==> src/rtl/crd_pkg.sv <==
package crd_pkg;
  // strobes issued by the control FSM to the address datapath
  typedef struct packed {
    logic shiftIn;   // take addrByte into the assembly register
    logic loadAddr;  // final address byte: split and load the pointer
    logic stepByte;  // move the pointer forward by one byte
    logic clear;     // end of read: drop the error flag
    logic ext;       // page size in force (1 = 528 bytes)
  } crdStrobes_t;
endpackage

==> src/rtl/crd_ctrl.sv <==
module crd_ctrl
  import crd_pkg::*;
#(
  parameter int ADDR_BYTES = 3
) (
  input  logic        clk,
  input  logic        rstN,
  input  logic        csN,
  input  logic        addrByteValid,
  input  logic        advance,
  input  logic        mode528,
  output crdStrobes_t strobes,
  output logic        addrReady
);
  localparam int CNT_W = $clog2(ADDR_BYTES + 1);
  localparam logic [CNT_W-1:0] CNT_FULL = CNT_W'(ADDR_BYTES);
  localparam logic [CNT_W-1:0] CNT_LAST = CNT_W'(ADDR_BYTES - 1);

  logic [CNT_W-1:0] byteCnt;
  logic             readyQ;
  logic             modeQ;

  always_comb begin
    strobes          = '0;
    strobes.clear    = csN;
    strobes.shiftIn  = !csN && addrByteValid && (byteCnt < CNT_FULL);
    strobes.loadAddr = strobes.shiftIn && (byteCnt == CNT_LAST);
    strobes.stepByte = !csN && readyQ && advance;
    strobes.ext      = strobes.loadAddr ? mode528 : modeQ;
  end

  always_ff @(posedge clk or negedge rstN) begin
    if (!rstN) begin
      byteCnt <= '0;
      readyQ  <= 1'b0;
      modeQ   <= 1'b0;
    end else if (csN) begin
      byteCnt <= '0;
      readyQ  <= 1'b0;
    end else begin
      if (strobes.shiftIn) byteCnt <= byteCnt + CNT_W'(1);
      if (strobes.loadAddr) begin
        readyQ <= 1'b1;
        modeQ  <= mode528;
      end
    end
  end

  assign addrReady = readyQ;
endmodule

==> src/rtl/crd_datapath.sv <==
module crd_datapath
  import crd_pkg::*;
#(
  parameter int ADDR_BYTES = 3,
  parameter int PAGE_BITS  = 13,
  parameter int OFF_BITS   = 10,
  parameter int BIN_PAGE   = 512,
  parameter int EXT_PAGE   = 528
) (
  input  logic                 clk,
  input  logic                 rstN,
  input  crdStrobes_t          strobes,
  input  logic [7:0]           addrByte,
  output logic [PAGE_BITS-1:0] pageIdx,
  output logic [OFF_BITS-1:0]  byteOff,
  output logic                 offErr
);
  localparam int ASM_W        = ADDR_BYTES * 8;
  localparam int BIN_OFF_BITS = $clog2(BIN_PAGE);
  localparam logic [OFF_BITS-1:0] LAST_BIN = OFF_BITS'(BIN_PAGE - 1);
  localparam logic [OFF_BITS-1:0] LAST_EXT = OFF_BITS'(EXT_PAGE - 1);

  logic [ASM_W-1:0]     asmQ;
  logic [ASM_W-1:0]     asmNext;
  logic [PAGE_BITS-1:0] loadPage;
  logic [OFF_BITS-1:0]  loadOff;
  logic                 loadBad;
  logic [OFF_BITS-1:0]  lastOff;
  logic                 atEnd;

  assign asmNext = {asmQ[ASM_W-9:0], addrByte};

  // field split at load time, chosen by the page size captured with the last byte
  always_comb begin
    loadBad = 1'b0;
    if (strobes.ext) begin
      loadPage = asmNext[OFF_BITS+PAGE_BITS-1:OFF_BITS];
      loadOff  = asmNext[OFF_BITS-1:0];
      if (loadOff > LAST_EXT) begin
        loadOff = LAST_EXT;
        loadBad = 1'b1;
      end
    end else begin
      loadPage = asmNext[BIN_OFF_BITS+PAGE_BITS-1:BIN_OFF_BITS];
      loadOff  = OFF_BITS'(asmNext[BIN_OFF_BITS-1:0]);
    end
  end

  assign lastOff = strobes.ext ? LAST_EXT : LAST_BIN;
  assign atEnd   = (byteOff >= lastOff);

  always_ff @(posedge clk or negedge rstN) begin
    if (!rstN) begin
      asmQ    <= '0;
      pageIdx <= '0;
      byteOff <= '0;
      offErr  <= 1'b0;
    end else begin
      if (strobes.shiftIn) asmQ <= asmNext;
      if (strobes.clear) begin
        offErr <= 1'b0;
      end else if (strobes.loadAddr) begin
        pageIdx <= loadPage;
        byteOff <= loadOff;
        offErr  <= loadBad;
      end else if (strobes.stepByte) begin
        if (atEnd) begin
          byteOff <= '0;
          pageIdx <= pageIdx + PAGE_BITS'(1);
        end else begin
          byteOff <= byteOff + OFF_BITS'(1);
        end
      end
    end
  end
endmodule

==> src/rtl/crd_addresser.sv <==
module crd_addresser
  import crd_pkg::*;
#(
  parameter int ADDR_BYTES = 3,
  parameter int PAGE_BITS  = 13,
  parameter int OFF_BITS   = 10,
  parameter int BIN_PAGE   = 512,
  parameter int EXT_PAGE   = 528
) (
  input  logic                 clk,
  input  logic                 rstN,
  input  logic                 csN,
  input  logic [7:0]           addrByte,
  input  logic                 addrByteValid,
  input  logic                 advance,
  input  logic                 mode528,
  output logic [PAGE_BITS-1:0] pageIdx,
  output logic [OFF_BITS-1:0]  byteOff,
  output logic                 addrReady,
  output logic                 offErr
);
  crdStrobes_t strobes;

  crd_ctrl #(.ADDR_BYTES(ADDR_BYTES)) u_ctrl (
    .clk(clk), .rstN(rstN), .csN(csN), .addrByteValid(addrByteValid),
    .advance(advance), .mode528(mode528), .strobes(strobes), .addrReady(addrReady)
  );

  crd_datapath #(
    .ADDR_BYTES(ADDR_BYTES), .PAGE_BITS(PAGE_BITS), .OFF_BITS(OFF_BITS),
    .BIN_PAGE(BIN_PAGE), .EXT_PAGE(EXT_PAGE)
  ) u_dp (
    .clk(clk), .rstN(rstN), .strobes(strobes), .addrByte(addrByte),
    .pageIdx(pageIdx), .byteOff(byteOff), .offErr(offErr)
  );
endmodule

==> config.mk <==
export PLATFORM = sky130hd
export DESIGN_NAME = crd_addresser
export DESIGN_NICKNAME = d
export VERILOG_FILES = /design/src/rtl/crd_pkg.sv /design/src/rtl/crd_ctrl.sv /design/src/rtl/crd_datapath.sv /design/src/rtl/crd_addresser.sv
export SDC_FILE = /design/constraint.sdc
export NUM_CORES = 1
export LEC_CHECK = 0
export CAP_MARGIN = 20
export CORE_ASPECT_RATIO = 0.5
export CORE_MARGIN = 1.5
export CORE_UTILIZATION = 45
export CTS_CLUSTER_SIZE = 28
export DETAILED_ROUTE_END_ITERATION = 10
export PLACE_DENSITY_LB_ADDON = 0.15
export SYNTH_ARGS = -nofsm -noshare
export SYNTH_HDL_FRONTEND = slang
export SYNTH_HIERARCHICAL = 1
export SYNTH_SLANG_ARGS = --single-unit
==> constraint.sdc <==
create_clock -name clk -period 4.3 [get_ports clk]
set_input_delay 0.645 -clock clk [delete_from_list [all_inputs] [get_ports clk]]
set_output_delay 0.645 -clock clk [all_outputs]
set_load 0.1 [all_outputs]
==> results of run 1 <==
-- metrics by stage --
stage	util, %	power, mW	std cells
3_3_place_gp	54.9	1.06	369
3_5_place_dp	54.9	1.07	369
5_1_grt	57.8	1.52	377
4_1_cts	57.5	1.45	376
6_report	57.8	1.45	377
2_1_floorplan	-	0.943	269
-- layer usage --
layer,wire [µm],track usage (%),vias to the layer above
met5,0,0,-
li1,-,-,1074
met1,3080,29.3,1087
met4,48,5.42,0
met3,351,4.99,5
met2,2750,32.9,57
-- cells by family (layout without fill, tap and decap cells) --
group,count (synthesis),after routing,share of synthesized area (%)
AND/OR/NAND/NOR,94,94,18.4
AO/OA/AOI/OAI,67,67,18.2
flip-flops,43,43,40.8
multiplexers,33,33,13.7
buffers and inverters,21,56,3.89
adder cells (fa/ha/maj),10,10,4.74
XOR/XNOR,1,1,0.332
-- worst min path at each step --
| stage | from | end | slack (ps) | cells after the start |
|---|---|---|---|---|
| 2_1_floorplan | rstN | u_ctrl/addrReady | 350 | 0 |
| 3_3_place_gp | u_dp/asmQ[14] | u_dp/asmQ[14] | 490 | 1 |
| 3_5_place_dp | u_dp/asmQ[14] | u_dp/asmQ[14] | 500 | 1 |
| 4_1_cts | u_dp/asmQ[14] | u_dp/asmQ[14] | 510 | 1 |
| 5_1_grt | rstN | u_dp/pageIdx[1] | 160 | 1 |
| 6_report | rstN | u_dp/pageIdx[1] | 170 | 1 |
-- sequential cells by signal, indices dropped and copies added (netlist names) --
name              cells
u_ctrl/byteCnt        2
u_dp/byteOff         10
u_ctrl/modeQ          1
u_dp/offErr           1
u_dp/pageIdx         13
u_ctrl/addrReady      1
u_dp/asmQ            15
-- Yosys cell counts (2+ instances only) --
master	count
nor2_1	28
o22a_1	5
clkbuf_1	4
or2_2	2
nand3_2	2
buf_4	2
nor4_1	5
a21oi_1	13
nor4b_1	2
mux2_2	25
a221o_1	2
nand3_1	6
or4_1	2
nor3_1	6
o21ai_2	2
inv_1	7
o21ai_0	18
a211o_1	3
buf_2	7
ha_1	10
nand2_1	23
mux2i_1	8
nand4_1	8
dfrtp_1	43
o211ai_1	4
or3_1	2
a31oi_1	6
-- power by group through the flow --
stage | Sequential, mW | Combinational (mW) | Clock, mW
after CTS | 0.513 | 0.553 | 0.389
after detailed placement | 0.521 | 0.549 | 0
final | 0.514 | 0.557 | 0.376
after floorplan | 0.644 | 0.299 | 0
after global placement | 0.518 | 0.537 | 0
after global routing | 0.524 | 0.597 | 0.401
-- worst register-to-register path: stages, from the launching register on --
cell      delay [ps]
dfrtp_1          400
ha_1             230
nand2b_4         180
nor3b_4          210
mux2_2           440
inv_1            100
ha_1             260
a211oi_2         250
o21ai_2          120
o211ai_4         550
mux2_2           410
nand2_1           70
-- cell type report --
cell class	count	area (µm²)	share of cell area [%]
clock inverters	1	5.00	0.156
inverters	7	26.3	0.817
well taps	73	91.3	2.84
repair buffers	42	418	13.0
flip-flops and latches	43	1080	33.4
multi-input cells	205	1460	45.4
clock buffers	6	139	4.32
==> results.toml, run 1 <==
[power]
clkPwrFrac_pct = 26.0
power_frac_seq_pct = 35.5
p_per_area_mw_per_mm2 = 450
switchingPower_mw = 0.562
p_int_mw = 0.885
peakVddDrop_mv = 0.253
comb_power_share_pct = 38.5
p_leak_nw = 1.27
p_sw_share_pct = 38.8

[route]
drc_errors = 0
wl_um = 6220
drt_iter0_markers = 96
dr.pass1.iters = 6
wl_per_cell_um = 16.5
via_count = 2223
final_antenna_net_count = 0
viasPerCell = 5.90

[floorplanning]
start_util_pct = 47.5
die-height_um = 57.2
ios = 39
dieArea_mm2 = 0.00636
coreArea_mm2 = 0.00556
die_w_um = 111
num_rows = 19

[worst_setup_path]
worst-r2r-setup-slack_ps = 1020
worstSetupStartpointType = "input port"
cp_cell_sequence = "clkdlybuf4s50_1 > nor3b_4 > mux2_2 > inv_1 > ha_1 > a211oi_2 > o21ai_2 > o211ai_4 > mux2_2 > nand2_1"
r2r_end = "u_dp/pageIdx[12]"
critPathBufInv = 2
worstReg2RegStart = "u_ctrl/byteCnt[1]"
cp.arrival_ps = 3710
crit_path_end_kind = "flip-flop"
crit_path_start = "csN"
reg2reg_depth = 11
cpPeakStageDelay_ps = 600
cp_num_cells = 10
critPathRequiredTime_ps = 4520
worst_setup_path_endpoint = "u_dp/pageIdx[12]"
crit_type = "input port to flip-flop"
cp_top_family = "compound AO/OA/AOI/OAI gates"
cpMaxStageDelayCell = "clkdlybuf4s50_1"
cpMostUsedCell = "mux2_2"
critPathMaxFanout = 27

[cts]
clk_latency_ps = 290
cts_buffer_depth = 2
clk_pin_slew_ps = 60
ctsResizeCount = 0
cts_inserted_buffers = 5
cts_tree = "built"
root_buffer = "clkbuf_16"
postCtsSetupRepairBufs = 0
cts.sinks = 43
ctsHoldBuffers = 0
htree_num_levels = 2

[job]
cap_violations = 0

[global_route]
grt_pass1_wl_um = 10400
grt_pass1_vias = 2044
antenna_found_initial = 0
grt_overflow_total = 0
grt_max_degree = 50
track_usage_pct = 20.8

[timing]
min_period_ps = 3490
timing.fmax_ghz = 0.287
hold_ws_ps = 166
clock_skew_ps = 6.68
slew_viol_final = 0
rsz0062_at_grt = "no"
slew_headroom_pct = 34.8
hold_viol = 0
worst_slew_pin_slew_ps = 975
post-route-period-util_pct = 81.1
finalSetupViolCount = 0
tns_ps = 0
postLayoutSetupSlackWorst_ps = 811

[synthesis]
syn_nets = 293
synth_area_mm2 = 0.00264
yosysUniqueCellTypes = 51
syn_inst = 269
yosys_warnings = 6
netlist.area_leader.share_pct = 40.8
synth_ff_type = "dfrtp_1"
yosysTopAreaCell = "dfrtp_1"
synthTopCellsByArea = "dfrtp_1 (41%), mux2_2 (11%), ha_1 (4.7%)"
ys_seq_area_share_pct = 40.8
syn_avg_cell_area_um2 = 9.81
synth_edf_count = 0
synth-seq-cells = 43
ys_async_sr_fraction_pct = 100

[layout]
final_common_cell = "dfrtp_1"
fin_nets = 328
antenna_cells = 0
design_area_mm2 = 0.00322
syn2layout_area_growth_pct = 21.8
layout-drive-gt1-share_pct = 16.8
final_cell_mix = "dfrtp_1 (43), clkdlybuf4s50_1 (37), nor2_1 (28), mux2_2 (25), nand2_1 (23)"
nFillCells = 521

[place]
pre_cts_ws_ps = 536
place_area_mm2 = 0.00305
port-buffer-count = 38
dp_hpwl_um = 4340
gp_congestion = 0.825

[status]
status = "complete, no violations"

[worst_hold_path]
min-delay-path-class = "input port to async pin"
(Power assumes the default switching activity.)
==> run 2: changes to the inputs <==
clock period = 2.9 ns   (was 4.3 ns; I/O delays follow)
==> results.toml, run 2 (synthesis results as in run 1) <==
[status]
status = "finished, violations left"
violations = "negative setup slack"

[worst_setup_path]
worstSetupStartpointType = "flip-flop"
crit_type = "flip-flop to flip-flop"
critPathMaxFanout = 8
reg2reg_depth = 12
worst-r2r-setup-slack_ps = -30
cp.arrival_ps = 3100
crit_path_end_kind = "flip-flop"
critPathRequiredTime_ps = 3070

[route]
dr.pass1.iters = 4
wl_per_cell_um = 16.8
drc_errors = 0
drt_iter0_markers = 127
via_count = 2317
wl_um = 6620
viasPerCell = 5.87
final_antenna_net_count = 0

[global_route]
grt_pass1_vias = 2178
grt_max_degree = 50
track_usage_pct = 21.3
grt_pass1_wl_um = 10800
grt_overflow_total = 0
antenna_found_initial = 0

[layout]
fin_nets = 345
final_cell_mix = "dfrtp_1 (43), buf_4 (39), nor2_1 (26), mux2_2 (23), nand2_1 (21)"
multi_input_area_mm2 = 0.00162
antenna_cells = 0
syn2layout_area_growth_pct = 33.0
regMostFlops = "u_dp/asmQ"
largest_reg_flops = 15
final_common_cell = "dfrtp_1"
largest_registers = "u_dp/asmQ (15), u_dp/pageIdx (13), u_dp/byteOff (10)"
layout-drive-gt1-share_pct = 35.7
fin_cells = 395
seqCellArea_mm2 = 0.00108
nFillCells = 454

[cts]
htree_num_levels = 2
clk_pin_slew_ps = 60
cts_inserted_buffers = 5
cts_buffer_depth = 2
root_buffer = "clkbuf_16"
clk_latency_ps = 280
cts.sinks = 43
cts_tree = "built"

[job]
cap_violations = 0

[timing]
postLayoutSetupSlackWorst_ps = -31.0
min_period_ps = 2930
hold_viol = 0
rsz0062_at_grt = "yes"
hold_ws_ps = 518
slew_headroom_pct = 65.7
tns_ps = -42.5
timing.fmax_ghz = 0.341
clock_skew_ps = 6.65
post-route-period-util_pct = 101
worst_slew_pin_slew_ps = 515
slew_viol_final = 0
finalSetupViolCount = 3

[floorplanning]
num_rows = 19
coreArea_mm2 = 0.00556
die-height_um = 57.2
start_util_pct = 47.5
ios = 39
dieArea_mm2 = 0.00636
die_w_um = 111

[power]
peakVddDrop_mv = 0.427
p_leak_nw = 1.45
p_per_area_mw_per_mm2 = 718

[place]
dp_hpwl_um = 4680
pre_cts_ws_ps = -279
gp_congestion = 0.872
port-buffer-count = 38
placed_cells = 383

[worst_hold_path]
min-delay-path-class = "flip-flop to flip-flop"
holdPathStages = 1
## run 2: cell count changes in the layout (fill, tap and decap cells not counted), sizes merged
| cell | before | now |
|---|---|---|
| clkinv | 1 | 0 |
| dlygate4sd3 | 0 | 1 |
| dlymetal6s2s | 0 | 1 |
| bufinv | 0 | 2 |
| buf | 5 | 46 |
| clkdlybuf4s50 | 37 | 11 |
## run 2: what timing repair did
| action | CTS | global route |
|---|---|---|
| setup endpoints to repair | 1 | 21 |
| pin swaps | 0 | 16 |
| resized for setup | 1 | 26 |
| endpoints found under the hold margin | 0 | 7 |
| hold buffers | 0 | 1 |
| buffers inserted | 0 | 2 |
## run 2: stage by stage
step	power (mW)	instance area [µm²]	utilization, %
5_1_grt	2.65	3510	63.1
2_1_floorplan	1.47	2720	-
3_3_place_gp	1.68	3150	56.6
4_1_cts	2.44	3340	60.1
3_5_place_dp	1.70	3150	56.6
6_report	2.52	3510	63.1
## run 2: layout make-up
cell class	instances	area share (%)
clock buffer	6	3.67
tap	73	2.60
inverter	7	0.819
multi-input combinational	205	46.1
clock inverter	2	1.71
sequential	43	30.6
timing repair buffer	59	14.4
## run 2: layer usage
metal	part of all wire, %	vias up	GRT usage [%]
met4	0.42	0	3.80
met3	5.2	4	4.68
met5	0	-	0
met1	47	1145	29.7
met2	47	64	35.2
li1	-	1104	-
## run 2: worst paths after layout
kind | startpoint | endpoint
setup reg to reg | u_ctrl/byteCnt[1] | u_dp/pageIdx[6]
hold reg to reg | u_ctrl/modeQ | u_ctrl/modeQ
hold / removal | u_ctrl/modeQ | u_ctrl/modeQ
min in group asynchronous | rstN | u_dp/byteOff[5]
max in group asynchronous | rstN | u_dp/pageIdx[7]
setup / recovery | u_ctrl/byteCnt[1] | u_dp/pageIdx[6]
## run 2: critical path: stages, from the launching register on
cell and delay [ps]:
dfrtp_1 410, ha_2 200, nand2b_4 150, nor3b_4 220, mux2_4 400, inv_4 90
ha_4 200, a211oi_4 230, o21ai_2 130, o211ai_4 370, buf_6 180, nor2_1 50
o22a_1 190
## run 2: power by group
part | internal [mW] | total (mW) | leakage (nW) | switching, mW
Clock | 0.494 | 0.725 | 0.0911 | 0.231
Sequential | 0.681 | 0.766 | 0.529 | 0.0852
Combinational | 0.420 | 1.03 | 0.831 | 0.610
==> run 3: changes to the inputs <==
CORE_MARGIN = 1   (was 1.5)
SETUP_SLACK_MARGIN = 0.4   (was unset)
clock period = 3.29 ns   (was 2.9 ns; I/O delays follow)
==> results.toml, run 3 (synthesis results as in run 1) <==
[status]
status = "complete, no violations"

[timing]
slew_headroom_pct = 35.1
hold_viol = 0
postLayoutSetupSlackWorst_ps = 375
post-route-period-util_pct = 88.6
rsz0062_at_grt = "yes"
min_period_ps = 2920
tns_ps = 0
timing.fmax_ghz = 0.343
clock_skew_ps = 3.03
worst_slew_pin_slew_ps = 971
slew_viol_final = 0
hold_ws_ps = 53.3
finalSetupViolCount = 0

[route]
final_antenna_net_count = 0
wl_per_cell_um = 16.5
via_count = 2265
dr.pass1.iters = 4
drc_errors = 0
drt_iter0_markers = 98
wl_um = 6440
viasPerCell = 5.79

[layout]
largest_registers = "u_dp/asmQ (15), u_dp/pageIdx (13), u_dp/byteOff (10)"
fin_cells = 391
regMostFlops = "u_dp/asmQ"
largest_reg_flops = 15
final_cell_mix = "dfrtp_1 (43), buf_4 (32), nor2_1 (28), nand2_1 (23), mux2_2 (23)"
layout-drive-gt1-share_pct = 28.9
fin_nets = 341
syn2layout_area_growth_pct = 29.3
antenna_cells = 0
final_common_cell = "dfrtp_1"
nFillCells = 492

[worst_setup_path]
cpPeakStageDelay_ps = 470
crit_path_end_kind = "flip-flop"
worstSetupStartpointType = "flip-flop"
worst-r2r-setup-slack_ps = 370
crit_type = "flip-flop to flip-flop"
cp.arrival_ps = 3130
reg2reg_depth = 11
cp_num_cells = 11
critPathMaxFanout = 18
critPathRequiredTime_ps = 3510
cpMaxStageDelayCell = "or4_1"
cp_cell_sequence = "ha_2 > nand2b_4 > nor3b_4 > mux2_4 > ha_1 > nand4_1 > o21ai_2 > o211ai_4 > buf_12 > or4_1 > nand4_1"
cp_top_family = "simple AND/OR/NAND/NOR gates"
cpMostUsedCell = "nand4_1"
critPathBufInv = 1
worstReg2RegStart = "u_ctrl/byteCnt[0]"
r2r_end = "u_dp/pageIdx[9]"

[place]
pre_cts_ws_ps = -68.6
gp_congestion = 0.827
placed_cells = 377
dp_hpwl_um = 4450
port-buffer-count = 38

[cts]
cts_buffer_depth = 2
clk_latency_ps = 280
htree_num_levels = 2
cts_inserted_buffers = 5
ctsHoldBuffers = 0
cts.sinks = 43
root_buffer = "clkbuf_16"
cts_tree = "built"
clk_pin_slew_ps = 60

[global_route]
track_usage_pct = 22.9
grt_pass1_wl_um = 10700
grt_max_degree = 50
antenna_found_initial = 0
grt_overflow_total = 0
grt_pass1_vias = 2168

[power]
p_leak_nw = 1.39
clkPwrFrac_pct = 27.5
comb_power_share_pct = 40.7
power_frac_seq_pct = 31.8
fin_total_pwr_mw = 2.11
p_per_area_mw_per_mm2 = 620
switchingPower_mw = 0.796
peakVddDrop_mv = 0.351
p_int_mw = 1.32
p_sw_share_pct = 37.7

[job]
cap_violations = 0

[worst_hold_path]
min-delay-path-class = "input port to async pin"

[floorplanning]
coreArea_mm2 = 0.00556
start_util_pct = 47.5
dieArea_mm2 = 0.00620
die_w_um = 110
num_rows = 19
die-height_um = 56.2
ios = 39
[run 3: worst max path at each step]
stage | from | to | slack, ps
floorplan | u_ctrl/byteCnt[1] | u_dp/byteOff[4] | 250
detailed placement | addrByteValid | u_dp/pageIdx[10] | -70
global placement | addrByteValid | u_dp/pageIdx[10] | 50
global route | u_ctrl/byteCnt[0] | u_dp/pageIdx[10] | 290
finish | u_ctrl/byteCnt[0] | u_dp/pageIdx[9] | 370
CTS | u_ctrl/byteCnt[0] | u_dp/pageIdx[9] | 370
[run 3: what timing repair did]
action / CTS / global route
endpoints found under the setup margin: 18 / 18
pin swaps: 2 / 2
resized for setup: 4 / 2
setup buffers: 3 / 2
[run 3: layout make-up]
class                   instances  area, µm²  area share (%)
clock inverters                 2       35.0            1.03
multi-input cells             205       1560            45.7
flip-flops and latches         43       1080            31.5
clock buffers                   6        139            4.07
well taps                      73       91.3            2.68
inverters                       7       28.8           0.843
repair buffers                 55        484            14.2
[run 3: per-stage QoR]
stage / utilization [%] / area, µm²
after floorplan: - / 2720
after global placement: 56.2 / 3120
after detailed placement: 56.2 / 3120
after CTS: 60.5 / 3360
after global routing: 61.4 / 3410
final: 61.4 / 3410
[run 3: routing by layer]
metal / up-vias / global-route usage, % / wire length [µm]
li1: 1100 / - / -
met1: 1102 / 32.1 / 3100
met2: 59 / 35.3 / 3010
met3: 4 / 6.79 / 309
met4: 0 / 3.95 / 26
met5: - / 0 / 0
[run 3: power groups by stage]
| stage | Combinational [mW] | Clock, mW | Sequential (mW) |
|---|---|---|---|
| 6_report | 0.860 | 0.582 | 0.673 |
| 5_1_grt | 0.914 | 0.627 | 0.685 |
| 4_1_cts | 0.821 | 0.600 | 0.672 |
| 3_5_place_dp | 0.786 | 0 | 0.681 |
| 3_3_place_gp | 0.767 | 0 | 0.680 |
| 2_1_floorplan | 0.458 | 0 | 0.843 |
